<file path="config.mk">
export PLATFORM = sky130hd
export DESIGN_NAME = eth_event_ctrl
export DESIGN_NICKNAME = d
export VERILOG_FILES = /design/src/rtl/eth_ev_pkg.sv /design/src/rtl/eth_ev_hb_watch.sv /design/src/rtl/eth_ev_stop_seq.sv /design/src/rtl/eth_ev_regs.sv /design/src/rtl/eth_event_ctrl.sv
export SDC_FILE = /design/constraint.sdc
export NUM_CORES = 1
export LEC_CHECK = 0
export BUFFER_PORTS_ARGS = -buffer_cell sky130_fd_sc_hd__buf_2
export CORE_UTILIZATION = 46
export DETAILED_ROUTE_END_ITERATION = 12
export PLACE_DENSITY = 0.75
export SETUP_SLACK_MARGIN = 0.1
export SYNTH_ARGS = -nofsm -noshare
export SYNTH_HDL_FRONTEND = slang
export SYNTH_SLANG_ARGS = --single-unit
</file>
<file path="constraint.sdc">
create_clock -name clk -period 2.35 [get_ports clk]
set_clock_uncertainty 0.05 [all_clocks]
set_input_delay 0.235 -clock clk [delete_from_list [all_inputs] [get_ports clk]]
set_output_delay 0.235 -clock clk [all_outputs]
set_load 0.01 [all_outputs]
</file>
<file path="src/rtl/eth_ev_pkg.sv">
package eth_ev_pkg;
  localparam int EV_W    = 16;
  localparam int EV_USED = 11;

  localparam int B_HB_MISS   = 10;
  localparam int B_RX_LONG   = 9;
  localparam int B_TX_LONG   = 8;
  localparam int B_STOP_DONE = 7;
  localparam int B_BACKOFF   = 6;
  localparam int B_BUS_ERR   = 5;
  localparam int B_TX_FRAME  = 4;
  localparam int B_RX_FRAME  = 3;
  localparam int B_RX_BUSY   = 2;
  localparam int B_TX_BUF    = 1;
  localparam int B_RX_BUF    = 0;

  localparam logic [EV_W-1:0] USED_MASK = (EV_W)'((1 << EV_USED) - 1);
  localparam logic [EV_W-1:0] MASK_RST  = USED_MASK & ~(EV_W'(1) << B_BACKOFF);

  typedef enum logic [1:0] {
    SQ_RUN   = 2'd0,
    SQ_DRAIN = 2'd1,
    SQ_HALT  = 2'd2
  } seq_state_e;
endpackage

</file>
<file path="src/rtl/eth_ev_hb_watch.sv">
module eth_ev_hb_watch #(
  parameter int WIN = 8
) (
  input  logic clk,
  input  logic rst_n,
  input  logic enable,
  input  logic trigger,
  input  logic hb_seen,
  output logic miss
);
  localparam int CW = $clog2(WIN + 1);

  logic [CW-1:0] cnt_q;
  logic          miss_q;

  always_ff @(posedge clk or negedge rst_n) begin
    if (!rst_n) begin
      cnt_q  <= '0;
      miss_q <= 1'b0;
    end else begin
      miss_q <= 1'b0;
      if (cnt_q != '0) begin
        if (hb_seen) begin
          cnt_q <= '0;
        end else if (cnt_q == CW'(1)) begin
          cnt_q  <= '0;
          miss_q <= 1'b1;
        end else begin
          cnt_q <= cnt_q - CW'(1);
        end
      end
      if (trigger && enable) cnt_q <= CW'(WIN);
    end
  end

  assign miss = miss_q;

  // a miss only follows a last window cycle without heartbeat
  assert_miss_at_window_end_R10: assert property (@(posedge clk) disable iff (!rst_n)
    miss_q |-> $past(cnt_q == CW'(1) && !hb_seen));
endmodule

</file>
<file path="src/rtl/eth_ev_stop_seq.sv">
module eth_ev_stop_seq
  import eth_ev_pkg::*;
#(
  parameter int MAX_FRAMES = 4
) (
  input  logic clk,
  input  logic rst_n,
  input  logic stop_req,
  input  logic bus_err,
  input  logic frame_start,
  input  logic frame_end,
  input  logic frame_sent,
  input  logic done_pending,
  output logic tx_allow,
  output logic tx_abort,
  output logic done_pulse
);
  localparam int CW = $clog2(MAX_FRAMES + 1);

  seq_state_e    state_q, state_d;
  logic [CW-1:0] full_q, full_d;
  logic          part_q, part_d;
  logic          stopping, drained;

  always_comb begin
    part_d = part_q;
    full_d = full_q;
    if (frame_end) begin
      part_d = 1'b0;
      if (full_d != CW'(MAX_FRAMES)) full_d = full_d + CW'(1);
    end
    if (frame_start) part_d = 1'b1;
    if (frame_sent && full_q != '0) full_d = full_d - CW'(1);
    if (bus_err) part_d = 1'b0;

    stopping = (state_q == SQ_DRAIN) ||
               (state_q == SQ_RUN && (stop_req || bus_err));
    drained  = (full_d == '0) && !part_d;

    state_d = state_q;
    unique case (state_q)
      SQ_RUN:   if (stopping) state_d = drained ? SQ_HALT : SQ_DRAIN;
      SQ_DRAIN: if (drained) state_d = SQ_HALT;
      SQ_HALT:  if (!stop_req && !done_pending) state_d = SQ_RUN;
      default:  state_d = SQ_RUN;
    endcase
  end

  always_ff @(posedge clk or negedge rst_n) begin
    if (!rst_n) begin
      state_q <= SQ_RUN;
      full_q  <= '0;
      part_q  <= 1'b0;
    end else begin
      state_q <= state_d;
      full_q  <= full_d;
      part_q  <= part_d;
    end
  end

  assign done_pulse = stopping && drained;
  assign tx_allow   = (state_q == SQ_RUN) && !stop_req;
  assign tx_abort   = bus_err && part_q;

  // completion is flagged only with an empty FIFO
  assert_done_on_empty_R7: assert property (@(posedge clk) disable iff (!rst_n)
    done_pulse |=> (full_q == '0 && !part_q));
  // an aborted partial frame is gone after the edge
  assert_abort_drops_partial_R8: assert property (@(posedge clk) disable iff (!rst_n)
    tx_abort |=> (!part_q || $past(frame_start)));
endmodule

</file>
<file path="src/rtl/eth_ev_regs.sv">
module eth_ev_regs
  import eth_ev_pkg::*;
(
  input  logic            clk,
  input  logic            rst_n,
  input  logic            reg_wr,
  input  logic            reg_sel,
  input  logic [EV_W-1:0] reg_wdata,
  input  logic [EV_W-1:0] set_vec,
  output logic [EV_W-1:0] reg_rdata,
  output logic [EV_W-1:0] events,
  output logic            irq
);
  logic [EV_W-1:0] ev_q, mask_q, clr, ev_d;

  assign clr  = (reg_wr && !reg_sel) ? reg_wdata : '0;
  assign ev_d = ((ev_q & ~clr) | set_vec) & USED_MASK;

  always_ff @(posedge clk or negedge rst_n) begin
    if (!rst_n) begin
      ev_q   <= '0;
      mask_q <= MASK_RST;
    end else begin
      ev_q <= ev_d;
      if (reg_wr && reg_sel) mask_q <= reg_wdata & USED_MASK;
    end
  end

  assign reg_rdata = reg_sel ? mask_q : ev_q;
  assign events    = ev_q;
  assign irq       = |(ev_q & mask_q);

  for (genvar i = 0; i < EV_USED; i++) begin : g_chk
    // a set strobe is never lost to a same-cycle clear
    assert_set_wins_R4: assert property (@(posedge clk) disable iff (!rst_n)
      set_vec[i] |=> ev_q[i]);
    // writing one clears the bit when nothing sets it
    assert_w1c_clears_R2: assert property (@(posedge clk) disable iff (!rst_n)
      (reg_wr && !reg_sel && reg_wdata[i] && !set_vec[i]) |=> !ev_q[i]);
  end

  // reserved bits read zero
  assert_reserved_zero_R3: assert property (@(posedge clk) disable iff (!rst_n)
    reg_rdata[EV_W-1:EV_USED] == '0);
endmodule

</file>
<file path="src/rtl/eth_event_ctrl.sv">
module eth_event_ctrl
  import eth_ev_pkg::*;
#(
  parameter int HB_WINDOW  = 8,
  parameter int MAX_FRAMES = 4
) (
  input  logic        clk,
  input  logic        rst_n,
  input  logic        reg_wr,
  input  logic        reg_sel,
  input  logic [15:0] reg_wdata,
  output logic [15:0] reg_rdata,
  output logic        irq,
  input  logic        stop_req,
  output logic        tx_allow,
  input  logic        fifo_frame_start,
  input  logic        fifo_frame_end,
  input  logic        tx_bd_done,
  output logic        tx_abort,
  input  logic        bus_err,
  input  logic        rx_bd_done,
  input  logic        hb_check_en,
  input  logic        hb_seen,
  input  logic        rx_too_long,
  input  logic        tx_too_long,
  input  logic        backoff_exp,
  input  logic        rx_busy,
  input  logic        tx_buf_ev,
  input  logic        rx_buf_ev
);
  logic [EV_W-1:0] set_vec, events;
  logic            hb_miss, stop_done;

  eth_ev_hb_watch #(.WIN(HB_WINDOW)) u_hb (
    .clk(clk), .rst_n(rst_n), .enable(hb_check_en), .trigger(tx_bd_done),
    .hb_seen(hb_seen), .miss(hb_miss)
  );

  eth_ev_stop_seq #(.MAX_FRAMES(MAX_FRAMES)) u_seq (
    .clk(clk), .rst_n(rst_n), .stop_req(stop_req), .bus_err(bus_err),
    .frame_start(fifo_frame_start), .frame_end(fifo_frame_end),
    .frame_sent(tx_bd_done), .done_pending(events[B_STOP_DONE]),
    .tx_allow(tx_allow), .tx_abort(tx_abort), .done_pulse(stop_done)
  );

  always_comb begin
    set_vec              = '0;
    set_vec[B_HB_MISS]   = hb_miss;
    set_vec[B_RX_LONG]   = rx_too_long;
    set_vec[B_TX_LONG]   = tx_too_long;
    set_vec[B_STOP_DONE] = stop_done;
    set_vec[B_BACKOFF]   = backoff_exp;
    set_vec[B_BUS_ERR]   = bus_err;
    set_vec[B_TX_FRAME]  = tx_bd_done;
    set_vec[B_RX_FRAME]  = rx_bd_done;
    set_vec[B_RX_BUSY]   = rx_busy;
    set_vec[B_TX_BUF]    = tx_buf_ev;
    set_vec[B_RX_BUF]    = rx_buf_ev;
  end

  eth_ev_regs u_regs (
    .clk(clk), .rst_n(rst_n), .reg_wr(reg_wr), .reg_sel(reg_sel),
    .reg_wdata(reg_wdata), .set_vec(set_vec), .reg_rdata(reg_rdata),
    .events(events), .irq(irq)
  );

  // no start permit while a stop is requested
  assert_no_permit_on_stop_R6: assert property (@(posedge clk) disable iff (!rst_n)
    stop_req |-> !tx_allow);
  // interrupt tracks pending events
  assert_irq_needs_event_R11: assert property (@(posedge clk) disable iff (!rst_n)
    irq |-> (events != '0));
endmodule

</file>
Yosys cells after proc, flatten, opt, wreduce, memory -nomap -nowiden
Index checks and enable logic that the tools add are counted.

Add/sub/neg operators: 3. $mul: 0. Divide/modulo/power cells: 0. Order comparisons: 0. Equality and inequality tests: 7. Shift operators: 0. Multiplexer cells: 20. Bitwise gates (word level): 4. Reduce and logical (&&, ||, !) cells: 23.

Operators with widths (count): $and A11 B11 Y11 (2); $mux W11 (2); $mux W4 (4); $reduce_or A16 Y1 (1); $not A11 Y11 (1); $or A11 B11 Y11 (1); $logic_and A1 B1 Y1 (10); $mux W3 (3); $mux W2 (4); $mux W1 (6); $ne A2 B1 Y1 const B (3); $pmux W2 S3 (1); $eq A4 B1 Y1 const B (1); $logic_not A1 Y1 (4); $reduce_bool A4 Y1 (1); $sub A4 B1 Y4 const B (1); $add A3 B1 Y3 const B (1); $logic_not A3 Y1 (1); $ne A3 B3 Y1 const B (1); $reduce_and A3 Y1 (1); $reduce_bool A3 Y1 (1); $sub A3 B1 Y3 const B (1); $eq A2 B1 Y1 const B (1); $eq A2 B2 Y1 const B (1); 3 further kinds (4).

Register bits: 33. Bits in latches: 0. Memory bits (writable): 0. Memory bits (read-only): 0. Bits of input ports: 34. Output and inout bits: 19. Logic and storage cells: 64. Memories kept: 0.

Depth between registers and ports, before layout
Gate-level depths: netlist (run 1).

Word-level depth: 10. Depth in mapped cells: 12. Gate-level depth less buffers: 11.

By module
Synthesis (run 1) repeated with hierarchy kept, for this count alone.

Cell total of the unflattened synthesis: 160. Area, all modules: 1783.0 um^2.

Modules (own cells, without submodules): eth_ev_regs (times used 1, cells an instance 89, area each 1103.6 um^2, seq. area each 563.0 um^2); eth_ev_stop_seq (times used 1, cells an instance 44, area each 405.4 um^2, seq. area each 150.1 um^2); eth_ev_hb_watch (times used 1, cells an instance 26, area each 270.3 um^2, seq. area each 125.1 um^2); eth_event_ctrl (times used 1, cells an instance 1, area each 3.8 um^2, seq. area each 0.0 um^2).

Least setup slack after synthesis (run 1)
No wires, ideal clock.

Path kind: register to register. Start point: register u_seq.full_q[0]. End point: register u_seq.state_q[0]. Setup time: 118 ps. Arrival: 2390 ps. Data required time: 2182 ps. Path slack: -208 ps. Cell stages (with the launch flop): 13. Buffers on the path: 1. Clock period less this slack: 2558 ps. Path through: dfrtp_1 inv_1 ha_1 buf_2 a21boi_1 xnor2_1 inv_1 ha_1 a21boi_0 o21ai_0 a2bb2oi_1 or4_4 nor2b_4.

Word-level cells in the longest chain between the ends: 10. Elaborated cells on any way between the ends: 15. Classes of those cells: add/sub: 2; eq/ne: 2; mux: 6; reduce/logical: 5.

Ends and longest elaborated chain: start, declared (RTL line eth_ev_stop_seq.sv:21) `logic [CW-1:0] full_q, full_d;`; start signal, assigned (RTL line eth_ev_stop_seq.sv:56) `full_q <= full_d;`; $add A3 B1 Y3 or $ne A3 B3 Y1 (tied branches) (RTL line eth_ev_stop_seq.sv:30) `if (full_d != CW'(MAX_FRAMES)) full_d = full_d + CW'(1);`; $mux W3 (RTL line eth_ev_stop_seq.sv:30); $mux W3 (RTL line eth_ev_stop_seq.sv:28) `if (frame_end) begin`; $sub A3 B1 Y3 (RTL line eth_ev_stop_seq.sv:33) `if (frame_sent && full_q != '0) full_d = full_d - CW'(1);`; $mux W3 * (RTL line eth_ev_stop_seq.sv:33); $logic_not A3 Y1 * (RTL line eth_ev_stop_seq.sv:38) `drained = (full_d == '0) && !part_d;`; $logic_and A1 B1 Y1 * (RTL line eth_ev_stop_seq.sv:38); $mux W2 (2 in series) (RTL line eth_ev_stop_seq.sv:42) `SQ_RUN: if (stopping) state_d = drained ? SQ_HALT : SQ_DRAIN;`; $pmux W2 S3 (RTL line eth_ev_stop_seq.sv:41) `unique case (state_q)`; end signal, assigned (RTL line eth_ev_stop_seq.sv:55) `state_q <= state_d;`; end, declared (RTL line eth_ev_stop_seq.sv:20) `seq_state_e state_q, state_d;`.

Every way passes the cells marked *; elsewhere a longest branch is shown, timed or not. The select of a mux whose other input is x is not followed. A chain may end at the register's enable or synchronous reset.

Worst setup path after layout (run 1)
Start point: register u_seq.full_q[1]. End point: register u_seq.state_q[0].

The elaborated chain is that of the path after synthesis.

==> results.cfg, run 1 <==
[outcome]
status = completed

[synthesis]
synth_cell_type_count = 44
async_flop_share_pct = 100
syn-cell-area_um2 = 1830
ys.flop_type = dfrtp_1
synth_edf_count = 0
yosys-mux-area-fraction_pct = 14.9
synth_simple_gate_area_share_pct = 13.4
synth_top_family_by_area = compound AO/OA/AOI/OAI gates
ys_ff_latch = 33
synth-xor-area-share_pct = 1.43
yosysSeqAreaShare_pct = 45.8
synth-compound-area-share_pct = 15.0
synth_fa_ha_area_share_pct = 4.10
yosys_warnings = 0
syn_avg_cell_area_um2 = 10.7
syn_inst = 171

[critical_path]
crit_chain = inv_2 -> ha_4 -> a21boi_4 -> xnor2_2 -> inv_2 -> ha_4 -> a21o_1 -> a21oi_1 -> a2bb2oi_1 -> or4_4 -> nor2b_4
cp_slowest_stage_delay_ns = 0.44
crit_type = reg2reg
worstPathMaxFanout = 4
required_ns = 2.48
start_kind = register
cp_slowest_cell = or4_4
critPathCaptureType = register
cp_data_arrival_time_ns = 2.46

[die]
die_w_um = 65.1
core_um2 = 3740
start_util_pct = 48.9
dieArea_um2 = 4240
rows = 22
die_h_um = 65.1
ios = 53

[drt]
wl_per_cell_um = 13.9
ant_nets = 0
vias = 1437
firstDrtPassIters = 4
drcViolationCount = 0
routed_wl_um = 3850
drtIter0Drc = 99
via_per_inst = 5.19

[clock_tree]
clk_pin_slew_worst_paths_ns = 0.07
clockRootBuffer = clkbuf_8
clock-sinks = 33
clk_latency_ns = 0.28
cts_max_path_buffers = 2
cts_tree = done
h-tree-depth = 2
cts_buffers = 5

[grt]
grt_max_degree = 34
grt_pass1_wl_um = 6240
grt_pass1_vias = 1375
grt_usage_pct = 19.6
grt_antenna_before_repair = 0
grt.overflow.total = 0

[cells_and_area]
fill_cells = 321
syn_to_final_growth_pct = 28.1
final_cell_mix = 42 x buf_2, 23 x dfrtp_1, 22 x mux2_2
drive_above_1_share_pct = 50.2
nets = 268
antennaDiodeCount = 0
final_common_cell = buf_2

[sta]
holdWs_ns = 0.0751
period_share_pct = 99.2
tns_ns = 0
max_freq_ghz = 0.429
slew_headroom_pct = 52.0
final_max_slew_viol_count = 0
finalSetupViolations = 0
worst_pin_slew_ns = 0.720
layout_min_cycle_time_ns = 2.33
rsz0062_at_grt = yes
hold_viol = 0

[place]
dp_hpwl_um = 2690
port_buffers = 42
gp_congestion = 0.830

[power_and_ir_drop]
ir_worst_vdd_uv = 605
internal_power_mw = 1.68
seqPwrFrac_pct = 32.0
clock_power_share_pct = 21.8
comb_power_share_pct = 46.2
p_leak_nw = 1.08
p_switching_uw = 843
sw_frac_of_total_pct = 33.4
power-per-cell-area_nw_per_um2 = 1080

[min_path]
hold_path.class = in2reg

[flow_run]
max-cap-violations = 0
layer usage:
layer  up-vias  wire [um]  GRT usage (%)
li1        709          -              -
met1       682       1760           26.0
met2        44       1900           31.5
met3         2        174           5.90
met4         0         18           4.89
met5         -          0              0
cells in the mapped netlist, types with 3 or more instances:
library cell,number,area share (%)
a21o_1,11,4.5
a21oi_1,7,1.9
a22oi_1,4,1.6
buf_4,5,2.0
dfrtp_1,23,31
dfstp_2,10,14
ha_1,6,4.1
inv_1,7,1.4
mux2_2,22,14
nand2_1,19,3.9
nand2b_1,3,1.0
nor2_1,8,1.6
nor3_1,4,1.1
o21ai_0,3,0.82
xnor2_1,3,1.4
registers in the layout, indices dropped and copies added, names as in the netlist:
signal         count
u_regs.events     11
u_regs.mask_q     11
u_hb.cnt_q         4
u_seq.full_q       3
u_seq.state_q      2
u_hb.miss          1
u_seq.part_q       1
worst max-delay path, delay by kind of cell, from the launching register on:
| kind | cells | cell delay [ns] |
|---|---|---|
| simple gates | 2 | 0.58 |
| compound gates | 4 | 0.50 |
| fa+ha+maj | 2 | 0.44 |
| flops | 1 | 0.37 |
| xor+xnor | 1 | 0.16 |
| buf+inv | 2 | 0.13 |
metrics by stage:
| stage | cell area [um2] | power (mW) | setup WS (ns) | cells | util [%] |
|---|---|---|---|---|---|
| after CTS | 2310 | 2.46 | 0.0366 | 273 | 61.6 |
| final | 2350 | 2.53 | 0.0187 | 277 | 62.7 |
| after global routing | 2350 | 2.71 | -0.0739 | 277 | 62.7 |
| after floorplan | 1900 | 1.57 | -0.0790 | 175 | - |
| after detailed placement | 2150 | 1.83 | -0.0218 | 262 | 57.6 |
| after global placement | 2150 | 1.81 | 0.00771 | 262 | 57.6 |
worst paths after layout:
kind / depth (start not counted) / startpoint / end / slack [ns]
min in group asynchronous: 2 / rst_n / u_seq.state_q[1] / 0.49
max: 11 / u_seq.full_q[1] / u_seq.state_q[0] / 0.02
min reg2reg: 1 / u_hb.miss / u_regs.events[10] / 0.38
min: 2 / tx_buf_ev / u_regs.events[1] / 0.08
max in group asynchronous: 2 / rst_n / u_regs.events[10] / 1.30
max reg2reg: 11 / u_seq.full_q[1] / u_seq.state_q[0] / 0.02
power groups by stage:
stage | sequential (mW) | combinational, mW | clock [mW]
2_1_floorplan | 0.789 | 0.777 | 0
3_3_place_gp | 0.804 | 1.00 | 0
3_5_place_dp | 0.810 | 1.02 | 0
4_1_cts | 0.806 | 1.09 | 0.561
5_1_grt | 0.825 | 1.30 | 0.588
6_report | 0.807 | 1.17 | 0.550
cell type report:
type	count	area, um2	share of cell area (%)
multi-input combinational	124	980	41.8
sequential	33	838	35.7
inverter	7	26.3	1.12
clock buffer	7	86.3	3.68
clock inverter	1	30.0	1.28
tap	48	60.1	2.56
timing repair buffer	57	325	13.9
what timing repair did:
action	CTS	global route
endpoints found under the hold margin	23	0
setup endpoints to repair	3	3
setup buffers	2	4
resized for setup	5	2
hold buffers	1	0
pin swaps	4	1
cells by family (layout without fill, tap and decap cells):
logic type,Yosys count,count (layout)
compound gates,38,38
xor+xnor,3,3
fa+ha+maj,6,6
buf+inv,18,72
flops,33,33
mux,24,24
other cells,1,5
simple gates,48,48
No activity file was read; power rests on OpenSTA's default activity.
==> run 2, diff against run 1 <==
--- a/config.mk
+++ b/config.mk
@@ -5,6 +5,7 @@
 export SDC_FILE = /design/constraint.sdc
 export NUM_CORES = 1
 export LEC_CHECK = 0
+export ABC_AREA = 1
 export BUFFER_PORTS_ARGS = -buffer_cell sky130_fd_sc_hd__buf_2
 export CORE_UTILIZATION = 46
 export DETAILED_ROUTE_END_ITERATION = 12
==> run 2 against run 1 <==
Net effect: clock power rose by 14%; final cell count increased by 18%; register-to-register slack improved by 0.40 ns; via count rose by 6.3%; flip-flop and latch count unchanged; sequential share of layout area is 2.8 points higher; non-clock buffer count shrank 14; largest cell class is now flip-flops and latches; total power down 15%.
==> results.cfg, run 2 <==
[sta]
max_freq_ghz = 0.517
final_max_slew_viol_count = 0
tns_ns = 0
hold_viol = 0
holdWs_ns = 0.0865
finalSetupViolations = 0
worst_pin_slew_ns = 0.705
slew_headroom_pct = 53.0
rsz0062_at_grt = no
period_share_pct = 82.3
layout_min_cycle_time_ns = 1.93

[power_and_ir_drop]
sw_frac_of_total_pct = 34.2
clock_power_share_pct = 29.1
internal_power_mw = 1.42
total_power_mw = 2.16
ir_worst_vdd_uv = 731
power-per-cell-area_nw_per_um2 = 992
p_leak_nw = 1.20
seqPwrFrac_pct = 37.9
p_switching_uw = 737
comb_power_share_pct = 32.9

[grt]
grt_antenna_before_repair = 0
grt.overflow.total = 0
grt_pass1_wl_um = 5880
grt_pass1_vias = 1418
grt_max_degree = 34
grt_usage_pct = 18.5

[drt]
via_per_inst = 4.69
drcViolationCount = 0
drtIter0Drc = 53
ant_nets = 0
routed_wl_um = 3420
wl_per_cell_um = 10.5
firstDrtPassIters = 4
vias = 1528

[critical_path]
start_kind = register
cp_data_arrival_time_ns = 2.07
path_buf_inv = 3
worstPathMaxFanout = 4
crit_chain = inv_1 -> ha_1 -> nand2_2 -> nand2_2 -> nand2_1 -> nand2_1 -> ha_1 -> inv_1 -> nand2_1 -> nand2_2 -> nor2_4 -> nand3_1 -> nand2_1 -> inv_1
crit_type = reg2reg
crit_family = simple AND/OR/NAND/NOR gates
critPathCaptureType = register
required_ns = 2.48
worst_path_most_repeated_cell = nand2_1
cp_slowest_cell = dfrtp_1
cp_slowest_stage_delay_ns = 0.39

[place]
port_buffers = 42
dp_hpwl_um = 2490
postPlaceCellArea_um2 = 2030
gp_congestion = 0.797

[clock_tree]
clk_latency_ns = 0.28
clk_pin_slew_worst_paths_ns = 0.07
cts_tree = done
clockRootBuffer = clkbuf_8
cts_buffers = 5
h-tree-depth = 2
cts_resized = 0
clock-sinks = 33
cts_max_path_buffers = 2

[cells_and_area]
design_area_um2 = 2180
nets = 317
final_cell_mix = 74 x nand2_1, 42 x buf_2, 37 x inv_1
syn_to_final_growth_pct = 20.8
final_common_cell = nand2_1
drive_above_1_share_pct = 25.5
antennaDiodeCount = 0

[synthesis]
syn_inst = 232
yosysSeqAreaShare_pct = 46.6
yosys_warnings = 0
synthTopCellsByArea = dfrtp_1 32%, nand2_1 15%, dfstp_2 15%
async_flop_share_pct = 100
synth_edf_count = 0
ys.flop_type = dfrtp_1
syn_avg_cell_area_um2 = 7.76
synth_common_cells = 74 x nand2_1, 37 x inv_1, 26 x o21ai_0
ys_ff_latch = 33
synth_most_common_cell = nand2_1
synth_top_area_cell = dfrtp_1
synth_cell_type_count = 28
syn-cell-area_um2 = 1800
synth_top_area_share_pct = 32.0

[min_path]
hold_path.class = in2reg

[die]
start_util_pct = 48.5
rows = 22
ios = 53
core_um2 = 3720
die_h_um = 64.6
die_w_um = 64.6
dieArea_um2 = 4170

[flow_run]
max-cap-violations = 0

[outcome]
status = completed
-- run 2: final cells by class --
cell class                      instances  area, um2
Clock inverter                          3       65.1
Inverter                               39        146
Multi-Input combinational cell        155        777
Sequential cell                        33        838
Clock buffer                            5       68.8
Tap cell                               48       60.1
Timing Repair Buffer                   43        220
Fill cell                             366       1540
-- run 2: timing repair --
item | 4_1_cts | 5_1_grt
hold endpoints to repair | 23 | 0
hold buffers | 1 | 0
buffers inserted | 0 | 0
-- run 2: metal layers --
metal | vias to the layer above | GRT usage, % | wire length (um)
li1 | 803 | - | -
met1 | 688 | 21.7 | 1560
met2 | 32 | 32.2 | 1680
met3 | 5 | 5.99 | 148
met4 | 0 | 5.00 | 32
met5 | - | 0 | 0
-- run 2: final timing paths --
| check | startpoint | endpoint | slack, ns | cells after the start |
|---|---|---|---|---|
| worst max-delay path | u_seq.full_q[0] | u_seq.state_q[0] | 0.42 | 14 |
| worst min-delay path | backoff_exp | u_regs.events[6] | 0.09 | 3 |
| worst max register to register | u_seq.full_q[0] | u_seq.state_q[0] | 0.42 | 14 |
| worst min register to register | u_hb.miss | u_regs.events[10] | 0.39 | 2 |
| max in group asynchronous | rst_n | u_seq.full_q[0] | 1.31 | 2 |
| min in group asynchronous | rst_n | u_regs.events[2] | 0.48 | 2 |
-- run 2: cells by family after synthesis --
| family | share of synthesized area [%] |
|---|---|
| other cells | 0.208 |
| flops | 46.6 |
| fa+ha+maj | 4.17 |
| compound gates | 10.8 |
| simple gates | 25.3 |
| xor+xnor | 1.88 |
| buf+inv | 11.1 |
-- run 2: metrics by stage --
| stage | std cells | utilization, % | worst slack [ns] |
|---|---|---|---|
| 2_1_floorplan | 236 | - | 0.583 |
| 3_3_place_gp | 317 | 54.7 | 0.470 |
| 3_5_place_dp | 317 | 54.7 | 0.428 |
| 4_1_cts | 326 | 58.6 | 0.408 |
| 5_1_grt | 326 | 58.6 | 0.225 |
| 6_report | 326 | 58.6 | 0.415 |
-- run 2: tightest hold or removal path, stage by stage --
cell	delay, ns
buf_2	0.07
inv_1	0.03
nand2_1	0.05
-- run 2: power by group through the flow --
stage          registers [mW]  clock network, mW  logic, mW
2_1_floorplan           0.800                  0      0.560
3_3_place_gp            0.820                  0      0.690
3_5_place_dp            0.823                  0      0.712
4_1_cts                 0.815              0.645      0.719
5_1_grt                 0.838              0.668      0.827
6_report                0.819              0.628      0.711
